--- config.mk ---
export PLATFORM = sky130hd
export DESIGN_NAME = rx_desc_engine
export DESIGN_NICKNAME = d
export VERILOG_FILES = /design/src/rtl/rxd_pkg.sv /design/src/rtl/rxd_ring_step.sv /design/src/rtl/rxd_w0_pack.sv /design/src/rtl/rx_desc_engine.sv
export SDC_FILE = /design/constraint.sdc
export NUM_CORES = 1
export LEC_CHECK = 0
export BUFFER_PORTS_ARGS = -buffer_cell sky130_fd_sc_hd__buf_2
export CELL_PAD_IN_SITES_DETAIL_PLACEMENT = 1
export CELL_PAD_IN_SITES_GLOBAL_PLACEMENT = 1
export CORE_MARGIN = 2
export CORE_UTILIZATION = 25
export DETAILED_ROUTE_END_ITERATION = 12
export PLACE_DENSITY_LB_ADDON = 0.15
export RECOVER_POWER = 100
export SLEW_MARGIN = 20
export SYNTH_ARGS = -nofsm -noshare
export SYNTH_HDL_FRONTEND = slang
export SYNTH_HIERARCHICAL = 1
export SYNTH_SLANG_ARGS = --single-unit
--- constraint.sdc ---
create_clock -name clk -period 2 [get_ports clk]
set_input_delay 0.1 -clock clk [delete_from_list [all_inputs] [get_ports clk]]
set_output_delay 0.1 -clock clk [all_outputs]
set_load 0.02 [all_outputs]
--- src/rtl/rxd_pkg.sv ---
package rxd_pkg;
    localparam int WORD_W     = 32;
    localparam int LEN_W      = 14;
    localparam int SIZE_W     = 13;
    localparam int DESC_BYTES = 16;
    localparam int OWN_B      = 31;
    localparam int ERR_B      = 30;
    localparam int LEN_LO     = 16;
    localparam int LEN_HI     = LEN_LO + LEN_W - 1;
    localparam int FS_B       = 9;
    localparam int LS_B       = 8;
    localparam int EOR_B      = 15;

    typedef enum logic [3:0] {
        S_IDLE, S_F0, S_F1, S_F2, S_F3, S_WAIT, S_DATA,
        S_NX0, S_NX1, S_TS2, S_TS3, S_W0, S_FLUSH, S_SUSP
    } rxd_state_e;

    typedef enum logic [1:0] { CK_EOF, CK_MID, CK_ERR } close_e;
endpackage

--- src/rtl/rxd_ring_step.sv ---
module rxd_ring_step
    import rxd_pkg::*;
#(
    parameter int          AW   = 16,
    parameter logic [AW-1:0] BASE = '0
) (
    input  logic [AW-1:0] cur_i,
    input  logic          eor_i,
    output logic [AW-1:0] nxt_o
);
    localparam logic [AW-1:0] STEP = AW'(DESC_BYTES);

    assign nxt_o = eor_i ? BASE : cur_i + STEP;
endmodule

--- src/rtl/rxd_w0_pack.sv ---
module rxd_w0_pack
    import rxd_pkg::*;
(
    input  close_e             kind_i,
    input  logic               first_i,
    input  logic               flush_dis_i,
    input  logic [LEN_W-1:0]   len_i,
    input  logic [7:0]         stat_i,
    output logic [WORD_W-1:0]  w0_o
);
    always_comb begin
        w0_o       = '0;
        w0_o[FS_B] = first_i;
        case (kind_i)
            CK_EOF: begin
                w0_o[LS_B]          = 1'b1;
                w0_o[LEN_HI:LEN_LO] = len_i;
                w0_o[7:0]           = stat_i;
            end
            CK_ERR: begin
                if (!flush_dis_i) begin
                    w0_o[ERR_B]         = 1'b1;
                    w0_o[LS_B]          = 1'b1;
                    w0_o[LEN_HI:LEN_LO] = len_i;
                end
            end
            default: ;
        endcase
    end
endmodule

--- src/rtl/rx_desc_engine.sv ---
module rx_desc_engine
    import rxd_pkg::*;
#(
    parameter int            AW        = 16,
    parameter logic [AW-1:0] RING_BASE = 16'h0100
) (
    input  logic              clk,
    input  logic              rst_n,
    input  logic              start_i,
    input  logic              flush_dis_i,
    input  logic              poll_i,
    input  logic              ts_en_i,
    output logic              mem_req_o,
    output logic              mem_we_o,
    output logic [AW-1:0]     mem_addr_o,
    output logic [WORD_W-1:0] mem_wdata_o,
    input  logic [WORD_W-1:0] mem_rdata_i,
    input  logic              fr_valid_i,
    output logic              fr_ready_o,
    input  logic              fr_sof_i,
    input  logic              fr_eof_i,
    input  logic [WORD_W-1:0] fr_data_i,
    input  logic [2:0]        fr_bytes_i,
    input  logic [7:0]        fr_status_i,
    input  logic [2*WORD_W-1:0] fr_ts_i,
    input  logic              fr_ts_ok_i,
    output logic              rbu_o
);
    localparam logic [AW-1:0]     WSTEP = AW'(WORD_W / 8);
    localparam logic [SIZE_W-1:0] WBYTES = SIZE_W'(WORD_W / 8);

    typedef struct packed {
        rxd_state_e          st;
        logic [AW-1:0]       cur;
        logic [AW-1:0]       bptr;
        logic [SIZE_W-1:0]   left;
        logic                eor;
        logic                in_frame;
        logic                fs;
        logic [LEN_W-1:0]    flen;
        logic [7:0]          stat;
        logic [2*WORD_W-1:0] ts;
        logic                ts_ok;
        close_e              ck;
        logic                rbu;
    } regs_t;

    regs_t r_d, r_q;
    logic [AW-1:0]     step_addr;
    logic [WORD_W-1:0] close_w0;
    logic              unused_rdata;

    assign unused_rdata = ^mem_rdata_i[30:16];

    rxd_ring_step #(.AW(AW), .BASE(RING_BASE)) u_step (
        .cur_i (r_q.cur),
        .eor_i (r_q.eor),
        .nxt_o (step_addr)
    );

    rxd_w0_pack u_pack (
        .kind_i      (r_q.ck),
        .first_i     (r_q.fs),
        .flush_dis_i (flush_dis_i),
        .len_i       (r_q.flen),
        .stat_i      (r_q.stat),
        .w0_o        (close_w0)
    );

    always_comb begin
        r_d         = r_q;
        mem_req_o   = 1'b0;
        mem_we_o    = 1'b0;
        mem_addr_o  = '0;
        mem_wdata_o = '0;
        fr_ready_o  = 1'b0;
        case (r_q.st)
            S_IDLE: if (start_i) r_d.st = S_F0;
            S_F0: begin
                mem_req_o  = 1'b1;
                mem_addr_o = r_q.cur;
                r_d.st     = S_F1;
            end
            S_F1: begin
                if (mem_rdata_i[OWN_B]) begin
                    mem_req_o  = 1'b1;
                    mem_addr_o = r_q.cur + WSTEP;
                    r_d.st     = S_F2;
                end else begin
                    r_d.rbu = 1'b1;
                    r_d.st  = S_SUSP;
                end
            end
            S_F2: begin
                mem_req_o  = 1'b1;
                mem_addr_o = r_q.cur + 2 * WSTEP;
                r_d.left   = mem_rdata_i[SIZE_W-1:0];
                r_d.eor    = mem_rdata_i[EOR_B];
                r_d.st     = S_F3;
            end
            S_F3: begin
                r_d.bptr = mem_rdata_i[AW-1:0];
                r_d.st   = r_q.in_frame ? S_DATA : S_WAIT;
            end
            S_WAIT: begin
                if (!start_i) begin
                    r_d.st = S_IDLE;
                end else if (fr_valid_i && fr_sof_i) begin
                    r_d.in_frame = 1'b1;
                    r_d.fs       = 1'b1;
                    r_d.flen     = '0;
                    r_d.st       = S_DATA;
                end
            end
            S_DATA: begin
                fr_ready_o = 1'b1;
                if (fr_valid_i) begin
                    mem_req_o   = 1'b1;
                    mem_we_o    = 1'b1;
                    mem_addr_o  = r_q.bptr;
                    mem_wdata_o = fr_data_i;
                    r_d.bptr    = r_q.bptr + WSTEP;
                    r_d.left    = (r_q.left > WBYTES) ? r_q.left - WBYTES : '0;
                    r_d.flen    = r_q.flen + (fr_eof_i ? LEN_W'(fr_bytes_i) : LEN_W'(WORD_W / 8));
                    if (fr_eof_i) begin
                        r_d.stat     = fr_status_i;
                        r_d.ts       = fr_ts_i;
                        r_d.ts_ok    = fr_ts_ok_i;
                        r_d.ck       = CK_EOF;
                        r_d.in_frame = 1'b0;
                        r_d.st       = ts_en_i ? S_TS2 : S_W0;
                    end else if (r_q.left <= WBYTES) begin
                        r_d.st = S_NX0;
                    end
                end
            end
            S_NX0: begin
                mem_req_o  = 1'b1;
                mem_addr_o = step_addr;
                r_d.st     = S_NX1;
            end
            S_NX1: begin
                r_d.ck = mem_rdata_i[OWN_B] ? CK_MID : CK_ERR;
                r_d.st = S_W0;
            end
            S_TS2: begin
                mem_req_o   = 1'b1;
                mem_we_o    = 1'b1;
                mem_addr_o  = r_q.cur + 2 * WSTEP;
                mem_wdata_o = r_q.ts_ok ? r_q.ts[WORD_W-1:0] : '1;
                r_d.st      = S_TS3;
            end
            S_TS3: begin
                mem_req_o   = 1'b1;
                mem_we_o    = 1'b1;
                mem_addr_o  = r_q.cur + 3 * WSTEP;
                mem_wdata_o = r_q.ts_ok ? r_q.ts[2*WORD_W-1:WORD_W] : '1;
                r_d.st      = S_W0;
            end
            S_W0: begin
                mem_req_o   = 1'b1;
                mem_we_o    = 1'b1;
                mem_addr_o  = r_q.cur;
                mem_wdata_o = close_w0;
                r_d.cur     = step_addr;
                r_d.fs      = 1'b0;
                if (r_q.ck == CK_ERR) begin
                    r_d.rbu = 1'b1;
                    if (flush_dis_i) begin
                        r_d.st = S_SUSP;
                    end else begin
                        r_d.in_frame = 1'b0;
                        r_d.st       = S_FLUSH;
                    end
                end else begin
                    r_d.st = S_F0;
                end
            end
            S_FLUSH: begin
                fr_ready_o = 1'b1;
                if (fr_valid_i && fr_eof_i) r_d.st = S_SUSP;
            end
            S_SUSP: begin
                if (!start_i) begin
                    r_d.rbu = 1'b0;
                    r_d.st  = S_IDLE;
                end else if (poll_i || (fr_valid_i && fr_sof_i)) begin
                    r_d.rbu = 1'b0;
                    r_d.st  = S_F0;
                end
            end
            default: r_d.st = S_IDLE;
        endcase
    end

    always_ff @(posedge clk or negedge rst_n) begin
        if (!rst_n) begin
            r_q     <= '0;
            r_q.st  <= S_IDLE;
            r_q.cur <= RING_BASE;
            r_q.ck  <= CK_EOF;
        end else begin
            r_q <= r_d;
        end
    end

    assign rbu_o = r_q.rbu;


    idle_quiet_chk: assert property (@(posedge clk) disable iff (!rst_n)
        (r_q.st == S_IDLE) |-> (!mem_req_o && !fr_ready_o));


    rbu_clear_chk: assert property (@(posedge clk) disable iff (!rst_n)
        $fell(rbu_o) |-> ($past(r_q.st) == S_SUSP));


    rbu_stopped_chk: assert property (@(posedge clk) disable iff (!rst_n)
        rbu_o |-> (r_q.st == S_SUSP || r_q.st == S_FLUSH));


    buf_room_chk: assert property (@(posedge clk) disable iff (!rst_n)
        (r_q.st == S_DATA) |-> (r_q.left != '0));


    flush_end_chk: assert property (@(posedge clk) disable iff (!rst_n)
        (r_q.st == S_FLUSH && fr_valid_i && fr_eof_i) |=> (r_q.st == S_SUSP));
endmodule

==> impl_metrics.ini, run 1 <==
[detailed_routing]
routed_wl_mm = 39.3
via_per_inst = 5.13
drtIter0Drc = 622
drtPass1Iterations = 8
detail_route.wl_per_cell_um = 21.0
drc = 0
vias = 9600
postRouteAntennaNets = 0

[placed_design]
post_dp_cell_area_um2 = 11700
portBuffers = 185
dpl.hpwl_mm = 27.8
gp_congestion = 0.846
place_ws_ns = -0.332
dp.cells = 1713

[clocking]
cts_root_buf = clkbuf_16
path_clk_slew_ns = 0.07
insertion_delay_ns = 0.45
clockBufferDepth = 2
numCtsBuffers = 17
cts_tree = done
cts_max_level = 4
cts_sinks = 142

[floorplanning]
die_y_um = 195
fp.dieArea_um2 = 37900
fp-row-count = 69
initial_core_util_pct = 25.4
die_w_um = 195
core_area_um2 = 35700
io_pins = 201

[global_route]
met2_usage_pct = 31.8
antenna_found_initial = 0
use_met3_pct = 3.05
grt_pass1_vias = 9881
grt_use_met1_pct = 28.7
grt_remaining_overflow = 0
grt_pass1_wl_mm = 59.3
grtUsageTotal_pct = 20.3
grt.busiest_layer = met2
grt_max_degree = 45

[final_layout]
synthToLayoutAreaGrowth_pct = 59.7
final_util_pct = 40.6
num_antenna_cells = 0
stdcell_count = 1873
layout-drive-gt1-share_pct = 43.1
final_net_count = 1560
stdcell_area_um2 = 14500
fill_cells = 4068

[power_and_ir_drop]
p_total_mw = 18.0
leakagePower_nw = 6.53
p_per_area_nw_per_um2 = 1240
vdd_ir_drop_max_mv = 0.791

[critical_path]
r2r_cells = 9
worstPathRequired_ns = 1.90
r2r_setup_slack_ns = -0.11
worstSetupStartpointType = flop
crit_type = reg -> out
reg2reg_from = r_q[139]
end_kind = output port
cp_max_fo = 9
arrival_ns = 2.42
reg2reg_to = r_q[139]

[sta]
setup_viol = 86
finalMaxSlewViolations = 0
slew_headroom_pct = 20.7
fin_ws_ns = -0.517
fmax_mhz = 397
tightest_slew_ns = 1.19
min_period_ns = 2.52
hold_viol_final = 0
rsz0062_at_grt = yes
clock_skew_ns = 0.0117
finalCritPeriodShare_pct = 126

[hold_path]
holdPathEnd = r_q[116]
hold_path.startpoint = mem_rdata_i[10]
hold_class = in -> reg
hold_depth = 3

[job]
max_cap_viol_count = 0

[synth]
synth_area_um2 = 9100
synth-main-ff-cell = dfrtp_1
avgSynthCellArea_um2 = 9.39
synth-edff-count = 0
ys_async_sr_fraction_pct = 100
ys_warn_count = 6
synth-seq-cells = 142
synth_cells = 969
ys_types = 92
yosysSeqAreaShare_pct = 39.1

[outcome]
outcome = complete, but fails checks
violations = negative setup slack
-- state kept, by name, indices dropped and copies added, names as in the netlist --
register / cells
r_q: 141
rbu_o: 1
-- report_power, final --
| part | total [mW] | internal [mW] | switching, mW |
|---|---|---|---|
| Clock | 3.66 | 2.19 | 1.47 |
| Sequential | 4.98 | 4.00 | 0.982 |
| Combinational | 9.39 | 4.46 | 4.93 |
| Total | 18.0 | 10.6 | 7.38 |
-- cell usage in the layout (no fill, tap or decap), drive strengths merged, types with 5 or more instances in the layout --
| master | count |
|---|---|
| a21oi | 56 |
| a222oi | 33 |
| a22o | 11 |
| a22oi | 18 |
| a31oi | 6 |
| and2 | 27 |
| and3 | 11 |
| and4 | 5 |
| buf | 384 |
| clkbuf | 35 |
| conb | 7 |
| dfrtp | 141 |
| dlygate4sd3 | 82 |
| ha | 11 |
| inv | 21 |
| mux2 | 92 |
| nand2 | 108 |
| nand2b | 14 |
| nand3 | 57 |
| nand4 | 8 |
| nor2 | 51 |
| nor2b | 9 |
| nor3 | 18 |
| nor3b | 6 |
| nor4 | 12 |
| o2111ai | 5 |
| o211ai | 6 |
| o21ai | 56 |
| o22ai | 12 |
| o31ai | 11 |
| or3 | 5 |
| xnor2 | 17 |
| xor2 | 6 |
-- logic make-up after synthesis --
| family | share of synthesized area (%) |
|---|---|
| compound gates | 19.8 |
| simple gates | 20.1 |
| other cells | 0.0412 |
| xor+xnor | 2.30 |
| buf+inv | 5.52 |
| flops | 39.1 |
| fa+ha+maj | 1.73 |
| mux | 11.4 |
-- metal layers --
| layer | share of wire [%] | up-vias |
|---|---|---|
| met1 | 48 | 4876 |
| met2 | 47 | 200 |
| met5 | 0 | - |
| li1 | - | 4489 |
| met3 | 3.2 | 35 |
| met4 | 1.6 | 0 |
-- through the flow --
stage               hold slack [ns]  setup TNS (ns)
global route                 0.0137          -37.62
global placement             0.0508           -3.54
detailed placement           0.0557           -3.89
CTS                         0.00751          -21.41
floorplan                    -0.196          -0.156
finish                       0.0211          -21.74
-- timing repair --
action                                  in CTS  in global routing
cloned                                       2                  5
endpoints found under the setup margin     126                113
pin swaps                                   48                 52
gates resized for setup                    119                130
hold buffers                                82                  0
endpoints found under the hold margin      139                  0
setup buffers                               20                 24
-- how the worst max path moves through the flow --
stage	end	start	slack, ns	cells after the start
CTS	mem_addr_o[11]	r_q[139]	-0.53	9
global route	mem_addr_o[13]	r_q[130]	-0.65	7
finish	mem_wdata_o[10]	r_q[139]	-0.52	8
global placement	mem_addr_o[6]	r_q[138]	-0.27	8
floorplan	mem_addr_o[10]	r_q[138]	-0.08	5
detailed placement	mem_addr_o[6]	r_q[138]	-0.33	8
-- synthesized netlist by cell type, types with 16 or more instances --
cell	n	area (µm²)
clkbuf_1	25	93.8
buf_2	32	160
mux2_1	70	788
nand2_1	106	398
a22oi_1	18	135
nor3_1	17	85.1
mux2_2	21	236
nand3_1	56	280
xnor2_1	17	149
a222oi_1	33	330
a21oi_1	55	275
inv_1	16	60.1
o21ai_0	53	265
dfrtp_1	141	3530
nor2_1	50	188
-- worst max-delay path: stages (launching register included) --
cell      delay [ns]
dfrtp_1         0.41
buf_6           0.15
and4bb_2        0.27
buf_12          0.16
buf_12          0.14
buf_12          0.13
a222oi_1        0.38
nand3_1         0.15
buf_6           0.16
-- cell type report --
type,count,area (µm²),share of cell area [%]
sequential,142,3570,24.5
multi-input combinational,739,5750,39.6
tap,461,577,3.97
inverter,17,65.1,0.448
timing repair buffer,482,3910,26.9
clock inverter,13,201,1.39
clock buffer,19,453,3.12
(Power assumes the default switching activity.)
==> run 2, diff against run 1 <==
Settings changed: TNS_END_PERCENT from default to 5.
==> impl_metrics.ini, run 2 (same netlist as run 1, synthesis figures left out) <==
[placed_design]
post_dp_cell_area_um2 = 11700
dpl.hpwl_mm = 27.6
portBuffers = 185
dp.cells = 1713
gp_congestion = 0.840
place_ws_ns = -0.300

[sta]
fin_ws_ns = -0.606
slew_headroom_pct = 40.8
setup_viol = 166
hold_viol_final = 0
min_period_ns = 2.61
tightest_slew_ns = 0.888
finalCritPeriodShare_pct = 130
finalMaxSlewViolations = 0
fin_tns_setup_ns = -36.91
clock_skew_ns = 0.0170
fmax_mhz = 384
rsz0062_at_grt = yes

[global_route]
grt_pass1_vias = 10271
grt_remaining_overflow = 0
grt_pass1_wl_mm = 60.3
grt_max_degree = 59
grtUsageTotal_pct = 20.4
antenna_found_initial = 4

[critical_path]
worstPathRequired_ns = 1.90
crit_start = r_q[130]
end_kind = output port
reg2reg_from = r_q[139]
arrival_ns = 2.51
cp_max_fo = 5
r2r_setup_slack_ns = -0.31
crit_type = reg -> out
worstSetupStartpointType = flop

[detailed_routing]
postRouteAntennaNets = 0
routed_wl_mm = 39.1
drtPass1Iterations = 9
vias = 9545
detail_route.wl_per_cell_um = 21.0
drtIter0Drc = 593
drc = 0
via_per_inst = 5.12

[final_layout]
largest_register_ffs = 141
stdcell_area_um2 = 14400
final_cell_mix = buf_4, buf_2, dfrtp_1
layout-drive-gt1-share_pct = 42.2
stdcell_count = 1864
fill_cells = 4128
final_net_count = 1548
synthToLayoutAreaGrowth_pct = 57.9
top_register = r_q
final_common_cell = buf_4

[clocking]
cts_sinks = 142
clockBufferDepth = 2
cts_root_buf = clkbuf_16
numCtsBuffers = 17
path_clk_slew_ns = 0.07
cts_max_level = 4
insertion_delay_ns = 0.45
cts_tree = done

[hold_path]
hold_path.startpoint = mem_rdata_i[7]
hold_class = in -> reg

[power_and_ir_drop]
p_per_area_nw_per_um2 = 1230
vdd_ir_drop_max_mv = 0.767
leakagePower_nw = 6.37

[job]
max_cap_viol_count = 0

[floorplanning]
fp.dieArea_um2 = 37900
die_y_um = 195
core_area_um2 = 35700
die_w_um = 195
initial_core_util_pct = 25.4
fp-row-count = 69
io_pins = 201

[outcome]
outcome = complete, but fails checks
violations = negative setup slack
## run 2: cell types whose count changed in the layout (fill, tap and decap cells not counted), sizes merged, moves of 2 or more
cell / delta
buf: -6
clkbuf: -5
bufinv: -4
inv: +4
diode: +3
clkinvlp: +2
## run 2: cell type report
cell class              instances  area [µm²]  area share [%]
well taps                     461         577            4.02
inverters                      17        63.8           0.444
clock buffers                  18         429            2.99
diodes                          3        7.51          0.0523
multi-input cells             738        5780            40.3
repair buffers                471        3790            26.4
clock inverters                14         144            1.00
flip-flops and latches        142        3570            24.8
## run 2: metal layers
layer	up-vias	routed length [µm]	GRT usage, %	share of wire (%)
met5	-	13	0	0.033
met4	2	818	6.45	2.1
met3	42	1470	2.98	3.8
met2	204	18600	33.8	48
met1	4835	18200	27.4	47
li1	4462	-	-	-
## run 2: worst max-delay path: stages, from the launching register on
cell	delay [ns]
dfstp_2	0.58
nand4_1	0.17
o21ai_2	0.17
a21oi_2	0.09
a222oi_1	0.50
o21ai_1	0.15
a211o_1	0.27
buf_6	0.13
## run 2: worst paths after layout
| kind | to | depth (start not counted) |
|---|---|---|
| worst max register to register | r_q[139] | 9 |
| max in group asynchronous | r_q[11] | 3 |
| worst max-delay path | mem_addr_o[11] | 7 |
| min in group asynchronous | r_q[106] | 2 |
| worst min register to register | r_q[70] | 1 |
| worst min-delay path | r_q[113] | 3 |
## run 2: through the flow
stage               power, mW  util, %  hold slack (ns)
finish                   17.6     40.2           0.0191
global route             18.7     40.2           0.0274
CTS                      17.2     39.2          0.00144
detailed placement       12.6     32.6           0.0239
global placement         12.4     32.6           0.0160
floorplan                9.05        -           -0.196
## run 2: what timing repair did
item | in CTS | in global routing
endpoints found under the setup margin | 165 | 141
resized for setup | 192 | 74
buffers inserted | 23 | 12
cloned | 1 | 2
pin swaps | 43 | 47
hold buffers | 81 | 0
endpoints found under the hold margin | 200 | 0
## run 2: power by group
group          leakage, nW  internal (mW)  switching (mW)
registers             1.79           4.00            1.01
clock network        0.272           1.66            1.59
logic                 4.31           4.48            4.86
total                 6.37           10.1            7.46
